**config.mk**
```make
export PLATFORM = sky130hd
export DESIGN_NAME = sysctl_regs
export DESIGN_NICKNAME = d
export VERILOG_FILES = /design/src/rtl/sysctl_pkg.sv /design/src/rtl/sysctl_decode.sv /design/src/rtl/sysctl_ctrl.sv /design/src/rtl/sysctl_rdmux.sv /design/src/rtl/sysctl_regs.sv
export SDC_FILE = /design/constraint.sdc
export NUM_CORES = 1
export LEC_CHECK = 0
export BUFFER_PORTS_ARGS = -buffer_cell sky130_fd_sc_hd__buf_2
export CAP_MARGIN = 15
export CORE_ASPECT_RATIO = 0.5
export CORE_MARGIN = 1
export CORE_UTILIZATION = 41
export CTS_BUF_LIST = sky130_fd_sc_hd__clkbuf_2 sky130_fd_sc_hd__clkbuf_4 sky130_fd_sc_hd__clkbuf_8
export DETAILED_ROUTE_END_ITERATION = 10
export PLACE_DENSITY_LB_ADDON = 0.25
export SETUP_SLACK_MARGIN = 0.1
export SLEW_MARGIN = 0
export SYNTH_ARGS = -nofsm -noshare
export SYNTH_HDL_FRONTEND = slang
export SYNTH_HIERARCHICAL = 1
export SYNTH_SLANG_ARGS = --single-unit
```
**constraint.sdc**
```tcl
create_clock -name clk -period 4.4 [get_ports clk]
set_input_delay 0.88 -clock clk [delete_from_list [all_inputs] [get_ports clk]]
set_output_delay 0.88 -clock clk [all_outputs]
set_load 0.02 [all_outputs]
```
**src/rtl/sysctl_pkg.sv**
```systemverilog
package sysctl_pkg;
  // Decoded port addresses (the platform's software depends on these)
  localparam logic [15:0] A_SPECIAL = 16'h0092;
  localparam logic [15:0] A_CPUCFG  = 16'h0800;
  localparam logic [15:0] A_FEAT    = 16'h0802;
  localparam logic [15:0] A_STAT    = 16'h0803;
  localparam logic [15:0] A_LED     = 16'h0808;
  localparam logic [15:0] A_EQUIP   = 16'h080C;
  localparam logic [15:0] A_LOCK1   = 16'h0810;
  localparam logic [15:0] A_LOCK2   = 16'h0812;
  localparam logic [15:0] A_L2INV   = 16'h0814;
  localparam logic [15:0] A_KEY     = 16'h0818;
  localparam logic [15:0] A_SYSCTL  = 16'h081C;
  localparam logic [15:0] A_L2STAT  = 16'h0823;
  localparam logic [15:0] A_MAP     = 16'h0850;

  // Fixed identity bytes
  localparam logic [7:0] V_CPUCFG = 8'hEF;
  localparam logic [7:0] V_FEAT   = 8'hAD;
  localparam logic [7:0] V_STAT   = 8'hE0;
  localparam logic [7:0] V_EQUIP  = 8'h3C;
  localparam logic [7:0] V_EXTF   = 8'h39;
  localparam logic [7:0] V_KEY    = 8'h00;
  localparam logic [7:0] V_L2STAT = 8'h03;
  localparam logic [7:0] V_EMPTY  = 8'hFF;

  typedef enum logic [3:0] {
    SEL_NONE, SEL_SPECIAL, SEL_CPUCFG, SEL_FEAT, SEL_STAT, SEL_LED,
    SEL_EQUIP, SEL_LOCK1, SEL_LOCK2, SEL_L2INV, SEL_KEY, SEL_SYSCTL,
    SEL_L2STAT, SEL_MAP
  } port_sel_e;
endpackage

```
**src/rtl/sysctl_decode.sv**
```systemverilog
module sysctl_decode
  import sysctl_pkg::*;
#(
  parameter int ADDR_W = 16
) (
  input  logic [ADDR_W-1:0] addr,
  output port_sel_e         sel,
  output logic              wr_known
);
  localparam int CMP_W = (ADDR_W < 16) ? ADDR_W : 16;

  function automatic logic hit(input logic [ADDR_W-1:0] a, input logic [15:0] p);
    logic [ADDR_W-1:0] ext;
    ext = '0;
    ext[CMP_W-1:0] = p[CMP_W-1:0];
    return a == ext;
  endfunction

  always_comb begin
    sel = SEL_NONE;
    if      (hit(addr, A_SPECIAL)) sel = SEL_SPECIAL;
    else if (hit(addr, A_CPUCFG))  sel = SEL_CPUCFG;
    else if (hit(addr, A_FEAT))    sel = SEL_FEAT;
    else if (hit(addr, A_STAT))    sel = SEL_STAT;
    else if (hit(addr, A_LED))     sel = SEL_LED;
    else if (hit(addr, A_EQUIP))   sel = SEL_EQUIP;
    else if (hit(addr, A_LOCK1))   sel = SEL_LOCK1;
    else if (hit(addr, A_LOCK2))   sel = SEL_LOCK2;
    else if (hit(addr, A_L2INV))   sel = SEL_L2INV;
    else if (hit(addr, A_KEY))     sel = SEL_KEY;
    else if (hit(addr, A_SYSCTL))  sel = SEL_SYSCTL;
    else if (hit(addr, A_L2STAT))  sel = SEL_L2STAT;
    else if (hit(addr, A_MAP))     sel = SEL_MAP;
  end

  always_comb begin
    case (sel)
      SEL_SPECIAL, SEL_CPUCFG, SEL_FEAT, SEL_STAT, SEL_LED,
      SEL_LOCK1, SEL_LOCK2, SEL_L2INV, SEL_SYSCTL, SEL_MAP: wr_known = 1'b1;
      default: wr_known = 1'b0;
    endcase
  end
endmodule

```
**src/rtl/sysctl_ctrl.sv**
```systemverilog
module sysctl_ctrl
  import sysctl_pkg::*;
#(
  parameter int CTRL_W = 4
) (
  input  logic              clk,
  input  logic              rst,
  input  logic              wr_en,
  input  port_sel_e         sel,
  input  logic              wr_known,
  input  logic [7:0]        wr_data,
  output logic              le_mode,
  output logic              disk_led,
  output logic [CTRL_W-1:0] sys_ctrl,
  output logic              map_sparse,
  output logic              soft_rst_req,
  output logic              l2_inval_req,
  output logic              lock1_req,
  output logic              lock2_req,
  output logic              wr_err
);
  always_ff @(posedge clk) begin
    if (rst) begin
      le_mode      <= 1'b0;
      disk_led     <= 1'b0;
      sys_ctrl     <= '0;
      map_sparse   <= 1'b0;
      soft_rst_req <= 1'b0;
      l2_inval_req <= 1'b0;
      lock1_req    <= 1'b0;
      lock2_req    <= 1'b0;
      wr_err       <= 1'b0;
    end else begin
      soft_rst_req <= wr_en && sel == SEL_SPECIAL && wr_data[0];
      l2_inval_req <= wr_en && sel == SEL_L2INV;
      lock1_req    <= wr_en && sel == SEL_LOCK1;
      lock2_req    <= wr_en && sel == SEL_LOCK2;
      wr_err       <= wr_en && !wr_known;
      if (wr_en) begin
        case (sel)
          SEL_SPECIAL: le_mode    <= wr_data[1];
          SEL_LED:     disk_led   <= wr_data[0];
          SEL_SYSCTL:  sys_ctrl   <= wr_data[CTRL_W-1:0];
          SEL_MAP:     map_sparse <= wr_data[0];
          default: ;
        endcase
      end
    end
  end
endmodule

```
**src/rtl/sysctl_rdmux.sv**
```systemverilog
module sysctl_rdmux
  import sysctl_pkg::*;
#(
  parameter int CTRL_W = 4
) (
  input  logic              clk,
  input  logic              rst,
  input  logic              rd_en,
  input  port_sel_e         sel,
  input  logic [CTRL_W-1:0] sys_ctrl,
  input  logic              map_sparse,
  output logic [7:0]        rd_data
);
  logic [7:0] nxt;

  always_comb begin
    case (sel)
      SEL_SPECIAL: nxt = 8'h00;
      SEL_CPUCFG:  nxt = V_CPUCFG;
      SEL_FEAT:    nxt = V_FEAT;
      SEL_STAT:    nxt = V_STAT;
      SEL_EQUIP:   nxt = V_EQUIP;
      SEL_LOCK1:   nxt = V_EXTF;
      SEL_KEY:     nxt = V_KEY;
      SEL_L2STAT:  nxt = V_L2STAT;
      SEL_SYSCTL: begin
        nxt = '0;
        nxt[CTRL_W-1:0] = sys_ctrl;
      end
      SEL_MAP:     nxt = {7'b0, map_sparse};
      default:     nxt = V_EMPTY;
    endcase
  end

  always_ff @(posedge clk) begin
    if (rst)        rd_data <= 8'h00;
    else if (rd_en) rd_data <= nxt;
  end
endmodule

```
**src/rtl/sysctl_regs.sv**
```systemverilog
module sysctl_regs
  import sysctl_pkg::*;
#(
  parameter int ADDR_W = 16,
  parameter int CTRL_W = 4
) (
  input  logic              clk,
  input  logic              rst,
  input  logic [ADDR_W-1:0] addr,
  input  logic              wr_en,
  input  logic              rd_en,
  input  logic [7:0]        wr_data,
  output logic [7:0]        rd_data,
  output logic              le_mode,
  output logic              disk_led,
  output logic [CTRL_W-1:0] sys_ctrl,
  output logic              map_sparse,
  output logic              soft_rst_req,
  output logic              l2_inval_req,
  output logic              lock1_req,
  output logic              lock2_req,
  output logic              wr_err
);
  port_sel_e sel;
  logic      wr_known;

  sysctl_decode #(.ADDR_W(ADDR_W)) u_dec (
    .addr(addr), .sel(sel), .wr_known(wr_known)
  );

  sysctl_ctrl #(.CTRL_W(CTRL_W)) u_ctrl (
    .clk(clk), .rst(rst), .wr_en(wr_en), .sel(sel), .wr_known(wr_known),
    .wr_data(wr_data), .le_mode(le_mode), .disk_led(disk_led),
    .sys_ctrl(sys_ctrl), .map_sparse(map_sparse),
    .soft_rst_req(soft_rst_req), .l2_inval_req(l2_inval_req),
    .lock1_req(lock1_req), .lock2_req(lock2_req), .wr_err(wr_err)
  );

  sysctl_rdmux #(.CTRL_W(CTRL_W)) u_rd (
    .clk(clk), .rst(rst), .rd_en(rd_en), .sel(sel), .sys_ctrl(sys_ctrl),
    .map_sparse(map_sparse), .rd_data(rd_data)
  );
endmodule

```
# --- Yosys cells after proc, flatten, opt, wreduce, memory -nomap -nowiden ---
# Memories as Yosys holds them, arrays and structs flattened.
# Index checks and enable logic that the tools add are counted.
word_totals:
  elab_cells: 63
  romBits: 16
  out_inout_bits: 20
  regBits: 20
  input_bits: 28
  memories: 1
mem_list:
  columns: ["memory", "words", "width", "read_ports", "rd_clocked_by_memory_dff", "write_ports", "line", "rtl"]
  rows:
  - ["(no name shown)", 16, 1, 1, 0, 0, "sysctl_decode.sv:37", "case (sel)"]
classes:
  n_reduce_logical: 12
  mux: 14
  n_eq_ne: 26
ops:
  columns: ["operator", "n"]
  rows:
  - ["16-bit by 12-bit == test with 1-bit output (second input constant)", 12]
  - ["8-bit case mux with 9 select lines", 1]
  - ["4-bit 2-to-1 mux", 13]
  - ["4-bit == test (second input constant)", 6]
  - ["16-bit by 8-bit == test with 1-bit output (second input constant)", 1]
  - ["4-bit by 3-bit == test with 1-bit output (second input constant)", 4]
  - ["4-bit by 2-bit == test with 1-bit output (second input constant)", 2]
  - ["2-bit AND reduction", 4]
  - ["1-bit logical AND", 6]
  - ["4-bit by 1-bit == test with 1-bit output (second input constant)", 1]
  - ["2-bit OR reduction", 1]
  - ["1-bit logical NOT", 1]

# --- Depth between registers and ports, before layout ---
# Gate-level depths: netlist (run 1).
depth:
  depth_word: 17
  mapped_depth: 10

# --- By module ---
# Netlist (run 1), hierarchy kept.
modules_own_cells:
  columns: ["mod", "cells_per_inst", "seq_area_each_um2", "area_each_um2", "n_inst"]
  rows:
  - ["sysctl_rdmux", 67, 160.2, 564.3, 1]
  - ["sysctl_ctrl", 45, 240.2, 478.0, 1]
  - ["sysctl_decode", 37, 0.0, 264.0, 1]

# --- Least setup slack after synthesis (run 1) ---
# Ideal clock, no wire load.
synth_timing:
  path_kind: "input-to-reg"
  start: "input addr[14]"
  end: "register u_rd.rd_data[2]"
  setup_time_ns: 0.067
  required_time_ns: 4.333
  cell_stages: 7
  path_buffers: 0
  arrival_ns: 2.948
  setup_slack_ns: 1.385
  cell_sequence: "nor4_2 nand3_1 a2111oi_2 and2b_4 a21o_1 a221o_1 a21oi_2"
synth_between:
  elab_cells_between_ends: 38
  classes_between: "eq/ne (23); mux (14); reduce/logical (1)"
synth_lines:
  columns: ["element", "line", "rtl"]
  rows:
  - ["from (decl)", "sysctl_regs.sv:9", "input logic [ADDR_W-1:0] addr,"]
  - ["16-bit by 12-bit == test with 1-bit output", "sysctl_decode.sv:16", "return a == ext;"]
  - ["4-bit 2-to-1 mux", "sysctl_decode.sv:32", "else if (hit(addr, A_L2STAT)) sel = SEL_L2STAT;"]
  - ["4-bit 2-to-1 mux", "sysctl_decode.sv:31", "else if (hit(addr, A_SYSCTL)) sel = SEL_SYSCTL;"]
  - ["4-bit 2-to-1 mux", "sysctl_decode.sv:30", "else if (hit(addr, A_KEY)) sel = SEL_KEY;"]
  - ["4-bit 2-to-1 mux", "sysctl_decode.sv:29", "else if (hit(addr, A_L2INV)) sel = SEL_L2INV;"]
  - ["4-bit 2-to-1 mux", "sysctl_decode.sv:28", "else if (hit(addr, A_LOCK2)) sel = SEL_LOCK2;"]
  - ["4-bit 2-to-1 mux", "sysctl_decode.sv:27", "else if (hit(addr, A_LOCK1)) sel = SEL_LOCK1;"]
  - ["4-bit 2-to-1 mux", "sysctl_decode.sv:26", "else if (hit(addr, A_EQUIP)) sel = SEL_EQUIP;"]
  - ["4-bit 2-to-1 mux", "sysctl_decode.sv:25", "else if (hit(addr, A_LED)) sel = SEL_LED;"]
  - ["4-bit 2-to-1 mux", "sysctl_decode.sv:24", "else if (hit(addr, A_STAT)) sel = SEL_STAT;"]
  - ["4-bit 2-to-1 mux", "sysctl_decode.sv:23", "else if (hit(addr, A_FEAT)) sel = SEL_FEAT;"]
  - ["4-bit 2-to-1 mux", "sysctl_decode.sv:22", "else if (hit(addr, A_CPUCFG)) sel = SEL_CPUCFG;"]
  - ["4-bit 2-to-1 mux *", "sysctl_decode.sv:21", "if (hit(addr, A_SPECIAL)) sel = SEL_SPECIAL;"]
  - ["named net sel[1]", "sysctl_regs.sv:24", "port_sel_e sel;"]
  - ["4-bit by 1-bit == test with 1-bit output or 4-bit == test (tied branches)", "sysctl_rdmux.sv:17", "case (sel)"]
  - ["2-bit OR reduction (no source line)", null, null]
  - ["8-bit case mux with 9 select lines *", "sysctl_rdmux.sv:17", null]
  - ["to (signal assigned)", "sysctl_rdmux.sv:37", "else if (rd_en) rd_data <= nxt;"]
  - ["to (decl)", "sysctl_rdmux.sv:12", "output logic [7:0] rd_data"]
# Mark *: on every way through the listed nets, which the timed path passes. The rest lies on a longest branch.
# A chain may end at the register's enable or synchronous reset.

# --- Worst setup path after layout (run 1) ---
layout_timing:
  start: "input addr[3]"
  end: "register u_ctrl.sys_ctrl[3]"
layout_between:
  elab_chain_len: 16
  elab_cells_between_ends: 28
  classes_between: "eq/ne (14); mux (13); reduce/logical (1)"
layout_lines:
  columns: ["element", "line", "rtl"]
  rows:
  - ["16-bit by 12-bit == test with 1-bit output", "sysctl_decode.sv:16", null]
  - ["4-bit 2-to-1 mux", "sysctl_decode.sv:33", "else if (hit(addr, A_MAP)) sel = SEL_MAP;"]
  - ["4-bit 2-to-1 mux", "sysctl_decode.sv:32", null]
  - ["4-bit 2-to-1 mux", "sysctl_decode.sv:31", null]
  - ["4-bit 2-to-1 mux", "sysctl_decode.sv:30", null]
  - ["4-bit 2-to-1 mux", "sysctl_decode.sv:29", null]
  - ["4-bit 2-to-1 mux", "sysctl_decode.sv:28", null]
  - ["4-bit 2-to-1 mux", "sysctl_decode.sv:27", null]
  - ["4-bit 2-to-1 mux", "sysctl_decode.sv:26", null]
  - ["4-bit 2-to-1 mux", "sysctl_decode.sv:25", null]
  - ["4-bit 2-to-1 mux", "sysctl_decode.sv:24", null]
  - ["4-bit 2-to-1 mux", "sysctl_decode.sv:23", null]
  - ["4-bit 2-to-1 mux", "sysctl_decode.sv:22", null]
  - ["4-bit 2-to-1 mux *", "sysctl_decode.sv:21", null]
  - ["named net sel[3]", "sysctl_regs.sv:24", null]
  - ["4-bit == test *", "sysctl_ctrl.sv:40", "case (sel)"]
  - ["2-bit AND reduction (no source line) *", null, null]
  - ["to (signal assigned)", "sysctl_ctrl.sv:43", "SEL_SYSCTL: sys_ctrl <= wr_data[CTRL_W-1:0];"]
  - ["to (decl)", "sysctl_ctrl.sv:14", "output logic [CTRL_W-1:0] sys_ctrl,"]
# Marked as above.

==> metrics.md, run 1 <==
| Metric | Value |
|---|---|
| First-pass GRT wire length | 4660 um |
| CTS Buffer Depth | 2 |
| Final Util | between 50% and 60% |
| Final setup vio count | 0 |
| Wire per inst | approximately 13 um |
| # rows | 14 |
| RSZ-0062 raised after global routing | false |
| Syn nets | around 180 |
| Fin Hold WS | 0.468 ns |
| DIE WIDTH | between 80 and 90 um |
| RePlAce Congestion | approximately 0.72 |
| Average size of a mapped cell | just under 9 sq um |
| DIE AREA | around 0.0034 sq mm |
| Status | finished, final reports clean |
| CP Max Fanout | 16 |
| Share of layout cells above drive strength 1 | between 30% and 40% |
| Slew Limit Fails | 0 |
| Leak | 0.631 nW |
| Initial DRC Count | 49 |
| Num CTS Buffers | 3 |
| # hold bufs at CTS | 0 |
| Slowest cell on crit path | or4_4 |
| Yosys Warn Count | 6 |
| Cells after synthesis | ~150 |
| Total GRT Usage | roughly 18% |
| Final Cycle Share | about 66% |
| ANT cells | 0 |
| Top-level port count | 48 |
| Synthesized area | roughly 0.0013 sq mm |
| Port Buffers | 43 |
| Post-CTS sizing | 0 |
| Clk_skew | about 0.0045 ns |
| Post-synth EDFFs | 0 |
| Routed Antenna Nets | 0 |
| Slew HR | about three quarters |
| Clk slew on worst S/H paths | approximately 0.070 ns |
| Fillers | 311 |
| Register area share after synthesis | 30.7% |
| Synth-to-layout area growth | 23.1% |
| Drt first pass iters | 4 |
| Crit path DAT | around 3 ns |
| Via-per-instance ratio | around 5.4 |
| Worst setup EP type | register |
| Max-Cap Viols | 0 |
| Total core area | between 0.003 and 0.004 sq mm |
| Crit-path max cell delay | 0.43 ns |
| Vias in the first global route | 1100 |
| Antenna violations before repair | 0 |
| Cell variety after synth | 48 |
| Maximum clock rate | between 0.3 and 0.4 GHz |
| Final hold vios | 0 |
| CTS Root Cell | clkbuf_8 |
| Setup CP Type | input pin to register |
| Top_reg_cell synth | dfxtp_1 |
| Nets | roughly 220 |
| TritonCTS clock tree | done |
| CTS Sinks | 20 |
| CP Cell Sequence | buf_2 -> nor2_2 -> xor2_1 -> or4_4 -> a221oi_4 -> buf_4 -> nor2b_1 -> and4_1 -> mux2i_1 |
| VDD IR max | 281 uV |
| Critical Path Start Type | input pin |
| Final wirelength | just under 3000 um |
| H-tree depth | 1 |
| Power Density | between 200 and 250 mW/mm^2 |
| Least-Margin Pin Slew | 0.398 ns |
| Clk_lat worst skew | 0.26 ns |
| CP required | between 4 and 5 ns |
| Grt total ovfl | 0 |
| DRC | 0 |
| Period minus WS final | 2.88 ns |
| Hold Path Class | register to register |
| Largest net degree at the start of global routing | 24 |
| DIE HEIGHT | 41.9 um |
| Post-synthesis register bit count | 20 |
| Post-DP HPWL | 2070 um |
| Via count | between 1000 and 1500 |
| Number of setup buffers added after CTS | 0 |
| Fin Setup TNS | 0 ns |
| Starting Density | between 40 and 50% |
| Asr flop ratio synth | 0% |
-- cells in the final DEF, fill, tap and decap left out, drive strengths merged, types with 3 or more instances in the layout --
master and instances:
a21oi 12, a221o 3, buf 47, clkbuf 4, dfxtp 20, inv 5
mux2i 10, nand2 10, nand2b 16, nand3 3, nor2 6, nor2b 5
nor3b 4, nor4b 5, o21ai 9, or3 3
-- per-layer routing --
| layer | track usage (%) | wire (um) | up-vias |
|---|---|---|---|
| met3 | 5.93 | 159 | 2 |
| met5 | 0 | 0 | - |
| li1 | - | - | 645 |
| met1 | 21.9 | 1470 | 574 |
| met4 | 2.81 | 8 | 0 |
| met2 | 30.1 | 1290 | 33 |
-- sequential cells by signal, indices dropped and copies added, names as in the netlist --
| register | count |
|---|---|
| u_ctrl/lock1_req | 1 |
| u_rd/rd_data | 8 |
| u_ctrl/disk_led | 1 |
| u_ctrl/l2_inval_req | 1 |
| u_ctrl/wr_err | 1 |
| u_ctrl/map_sparse | 1 |
| u_ctrl/le_mode | 1 |
| u_ctrl/sys_ctrl | 4 |
| u_ctrl/lock2_req | 1 |
| u_ctrl/soft_rst_req | 1 |
-- final cells by class --
| cell class | count | area (sq um) | area share, % |
|---|---|---|---|
| sequential | 20 | 400 | 24.9 |
| inverter | 5 | 18.8 | 1.17 |
| clock buffer | 4 | 55.1 | 3.42 |
| tap | 40 | 50.0 | 3.11 |
| timing repair buffer | 47 | 245 | 15.3 |
| multi-input combinational | 116 | 838 | 52.1 |
-- final timing paths --
| kind | to | slack [ns] | cells after the start | start |
|---|---|---|---|---|
| setup / recovery | u_ctrl/sys_ctrl[3] | 1.52 | 9 | addr[3] |
| hold / removal | u_rd/rd_data[5] | 0.47 | 2 | u_rd/rd_data[5] |
| setup reg to reg | u_rd/rd_data[2] | 3.25 | 4 | u_ctrl/sys_ctrl[2] |
| hold reg to reg | u_rd/rd_data[5] | 0.47 | 2 | u_rd/rd_data[5] |
-- synth_stat cells (2+ instances only) --
cell type	number	area share [%]
dfxtp_1	20	31
nand2b_1	15	7.2
a21oi_1	11	4.2
mux2i_1	10	7.7
nand2_1	10	2.9
o21ai_0	8	3.1
nor2_1	5	1.4
nor4b_1	5	3.4
inv_1	4	1.1
nor2b_1	4	1.9
nor3b_1	4	2.3
a221o_1	3	2.3
buf_2	3	1.1
nand3_1	3	1.1
or3_1	3	1.4
a2111oi_2	2	2.3
a21boi_0	2	1.1
buf_6	2	1.7
clkbuf_1	2	0.57
nor3_1	2	0.77
o2111ai_1	2	1.3
or4_4	2	1.7
xor2_1	2	1.3
-- report_power, final --
part           switching (W)  internal, W  total (W)
registers         0.00000230     0.000186   0.000189
clock network      0.0000593    0.0000796   0.000139
logic              0.0000321    0.0000232  0.0000553
total              0.0000936     0.000289   0.000383
-- cells by family after synthesis --
kind of cell / after synthesis / share of synthesized area, %
AOI/OAI and AO/OA: 40 / 23.7
xor gates and xnor gates: 2 / 1.34
buffers and inverters: 13 / 5.17
DFF: 20 / 30.7
muxes: 10 / 7.66
and+or+nand+nor: 64 / 31.5
-- stage by stage --
step                area (sq um)  worst slack [ns]  std cells  power (W)
finish                      1610              1.52        232   0.000383
global route                1610              1.36        232   0.000402
CTS                         1610              1.52        232   0.000388
detailed placement          1550              1.25        228   0.000248
global placement            1550              1.27        228   0.000247
floorplan                   1310              1.39        149   0.000223
-- worst max-delay path: cells and delay by family --
kind | cells | cell delay (ns)
AO/OA/AOI/OAI | 1 | 0.30
XOR/XNOR | 1 | 0.09
buffers and inverters | 2 | 0.41
multiplexers | 1 | 0.21
AND/OR/NAND/NOR | 4 | 1.16
Power figures use the tool's default switching activity.
==> inputs of run 2 (changes only) <==
==> constraint.sdc (replaced) <==
create_clock -name clk -period 2.54 [get_ports clk]
set_input_delay 0.508 -clock clk [delete_from_list [all_inputs] [get_ports clk]]
set_output_delay 0.508 -clock clk [all_outputs]
set_load 0.02 [all_outputs]
==> metrics.md, run 2 (synthesized netlist as in run 1, its figures left out) <==
| Metric | Value |
|---|---|
| Clk_skew | 0.000712 ns |
| CTS Sinks | 20 |
| Max-Cap Viols | 0 |
| Final setup vio count | 0 |
| Slew HR | between 70% and 80% |
| Period minus WS final | approximately 2.3 ns |
| Via count | approximately 1300 |
| Total core area | around 0.003 sq mm |
| Worst setup EP type | register |
| R2R depth | 4 |
| Crit path DAT | 2.50 ns |
| DIE AREA | about 0.0034 sq mm |
| # rows | 14 |
| H-tree depth | 1 |
| CTS Buffer Depth | 2 |
| Hold Crit Depth | 2 |
| Crit path to | u_ctrl/sys_ctrl[2] |
| DRC | 0 |
| Post-DP HPWL | between 2000 and 2500 um |
| DIE HEIGHT | 41.9 um |
| CP startpoint | addr[3] |
| Starting Density | between 40 and 50% |
| Top reg by flops | u_rd/rd_data |
| RePlAce Congestion | around 0.82 |
| Largest register FFs | 8 |
| Final wirelength | between 3000 and 4000 um |
| Post-CTS sizing | 0 |
| Initial DRC Count | 47 |
| RSZ-0062 raised after global routing | false |
| Clk slew on worst S/H paths | roughly 0.07 ns |
| FF-to-FF Start | u_ctrl/sys_ctrl[2] |
| Placed instance area | 0.00173 sq mm |
| Setup slack, reg-to-reg | roughly 1.4 ns |
| R2r endpoint | u_rd/rd_data[2] |
| Least-Margin Pin Slew | just under 0.4 ns |
| Total power | 0.000678 W |
| Synth-to-layout area growth | 37.3% |
| Vias in the first global route | between 1000 and 1500 |
| Antenna violations before repair | 0 |
| Largest net degree at the start of global routing | 24 |
| Top flop regs | u_rd/rd_data x8, u_ctrl/sys_ctrl x4 |
| TritonCTS clock tree | done |
| ANT cells | 0 |
| Num CTS Buffers | 3 |
| CP required | between 2 and 3 ns |
| Port Buffers | 43 |
| First-pass GRT wire length | just over 5000 um |
| Hold Path Class | register to register |
| Wire per inst | about 13 um |
| Via-per-instance ratio | about 5.2 |
| Routed Antenna Nets | 0 |
| Critical Path Start Type | input pin |
| Clk_lat worst skew | 0.26 ns |
| Total GRT Usage | 19.9% |
| Fin Hold WS | between 0.4 and 0.5 ns |
| Slew Limit Fails | 0 |
| Power Density | 378 mW/mm^2 |
| Grt total ovfl | 0 |
| Finished Cell Area | around 0.0018 sq mm |
| Share of layout cells above drive strength 1 | 42.1% |
| Status | finished, final reports clean |
| # hold bufs at CTS | 0 |
| VDD IR max | about 330 uV |
| Leak | approximately 0.74 nW |
| Nets | 243 |
| DIE WIDTH | slightly above 80 um |
| Setup CP Type | input pin to register |
| Final Cycle Share | between 90% and 100% |
| Most frequent cells in the layout | buf_2 (43), buf_4 (26), dfxtp_1 (20), nand2b_1 (15) |
| Top-level port count | between 40 and 50 |
| CP Max Fanout | 7 |
| Maximum clock rate | 0.433 GHz |
| Final hold vios | 0 |
| CTS Root Cell | clkbuf_8 |
| Drt first pass iters | 4 |
| Fin Setup TNS | 0 ns |
| Most common cell after layout, fill and taps aside | buf_2 |
| Number of setup buffers added after CTS | 0 |
-- run 2: cell types whose count changed in the layout (fill, tap and decap cells not counted), sizes merged --
cell	previous run	this run
buf	47	69
-- run 2: metrics by stage --
step / std cells / worst slack (ns) / util, %
floorplan: 149 / 0.0724 / -
global placement: 250 / 0.0145 / 57.6
detailed placement: 250 / -0.0366 / 57.6
CTS: 254 / 0.216 / 59.4
global route: 254 / 0.113 / 59.5
finish: 254 / 0.230 / 59.5
-- run 2: final cells by class --
| type | count | area [sq um] |
|---|---|---|
| clock buffers | 4 | 55.1 |
| multi-input cells | 116 | 858 |
| well taps | 40 | 50.0 |
| repair buffers | 69 | 410 |
| flip-flops and latches | 20 | 400 |
| inverters | 5 | 18.8 |
| fillers | 285 | 1220 |
-- run 2: metal layers --
metal,routed length (um),GRT usage (%)
met4,54,8.07
met1,1520,24.8
met3,195,5.49
met2,1440,32.4
met5,0,0
-- run 2: worst min path at each step --
| stage | start | endpoint | slack [ns] |
|---|---|---|---|
| final | u_rd/rd_data[5] | u_rd/rd_data[5] | 0.46 |
| after global routing | u_rd/rd_data[4] | u_rd/rd_data[4] | 0.50 |
| after CTS | u_rd/rd_data[5] | u_rd/rd_data[5] | 0.47 |
| after detailed placement | u_rd/rd_data[6] | u_rd/rd_data[6] | 0.46 |
| after global placement | u_rd/rd_data[3] | u_rd/rd_data[3] | 0.46 |
| after floorplan | u_rd/rd_data[3] | u_rd/rd_data[3] | 0.54 |
-- run 2: where the power goes --
| group | internal [W] | switching, W |
|---|---|---|
| clock network | 0.000138 | 0.000105 |
| logic | 0.0000488 | 0.0000582 |
| registers | 0.000323 | 0.00000410 |
| total | 0.000510 | 0.000168 |
-- run 2: worst max-delay path, cell delays in order --
cell      delay [ns]
buf_2           0.12
nor2_2          0.15
xor2_1          0.08
or4_4           0.43
a221oi_4        0.41
nor2b_1         0.24
and4_2          0.35
mux2i_1         0.21
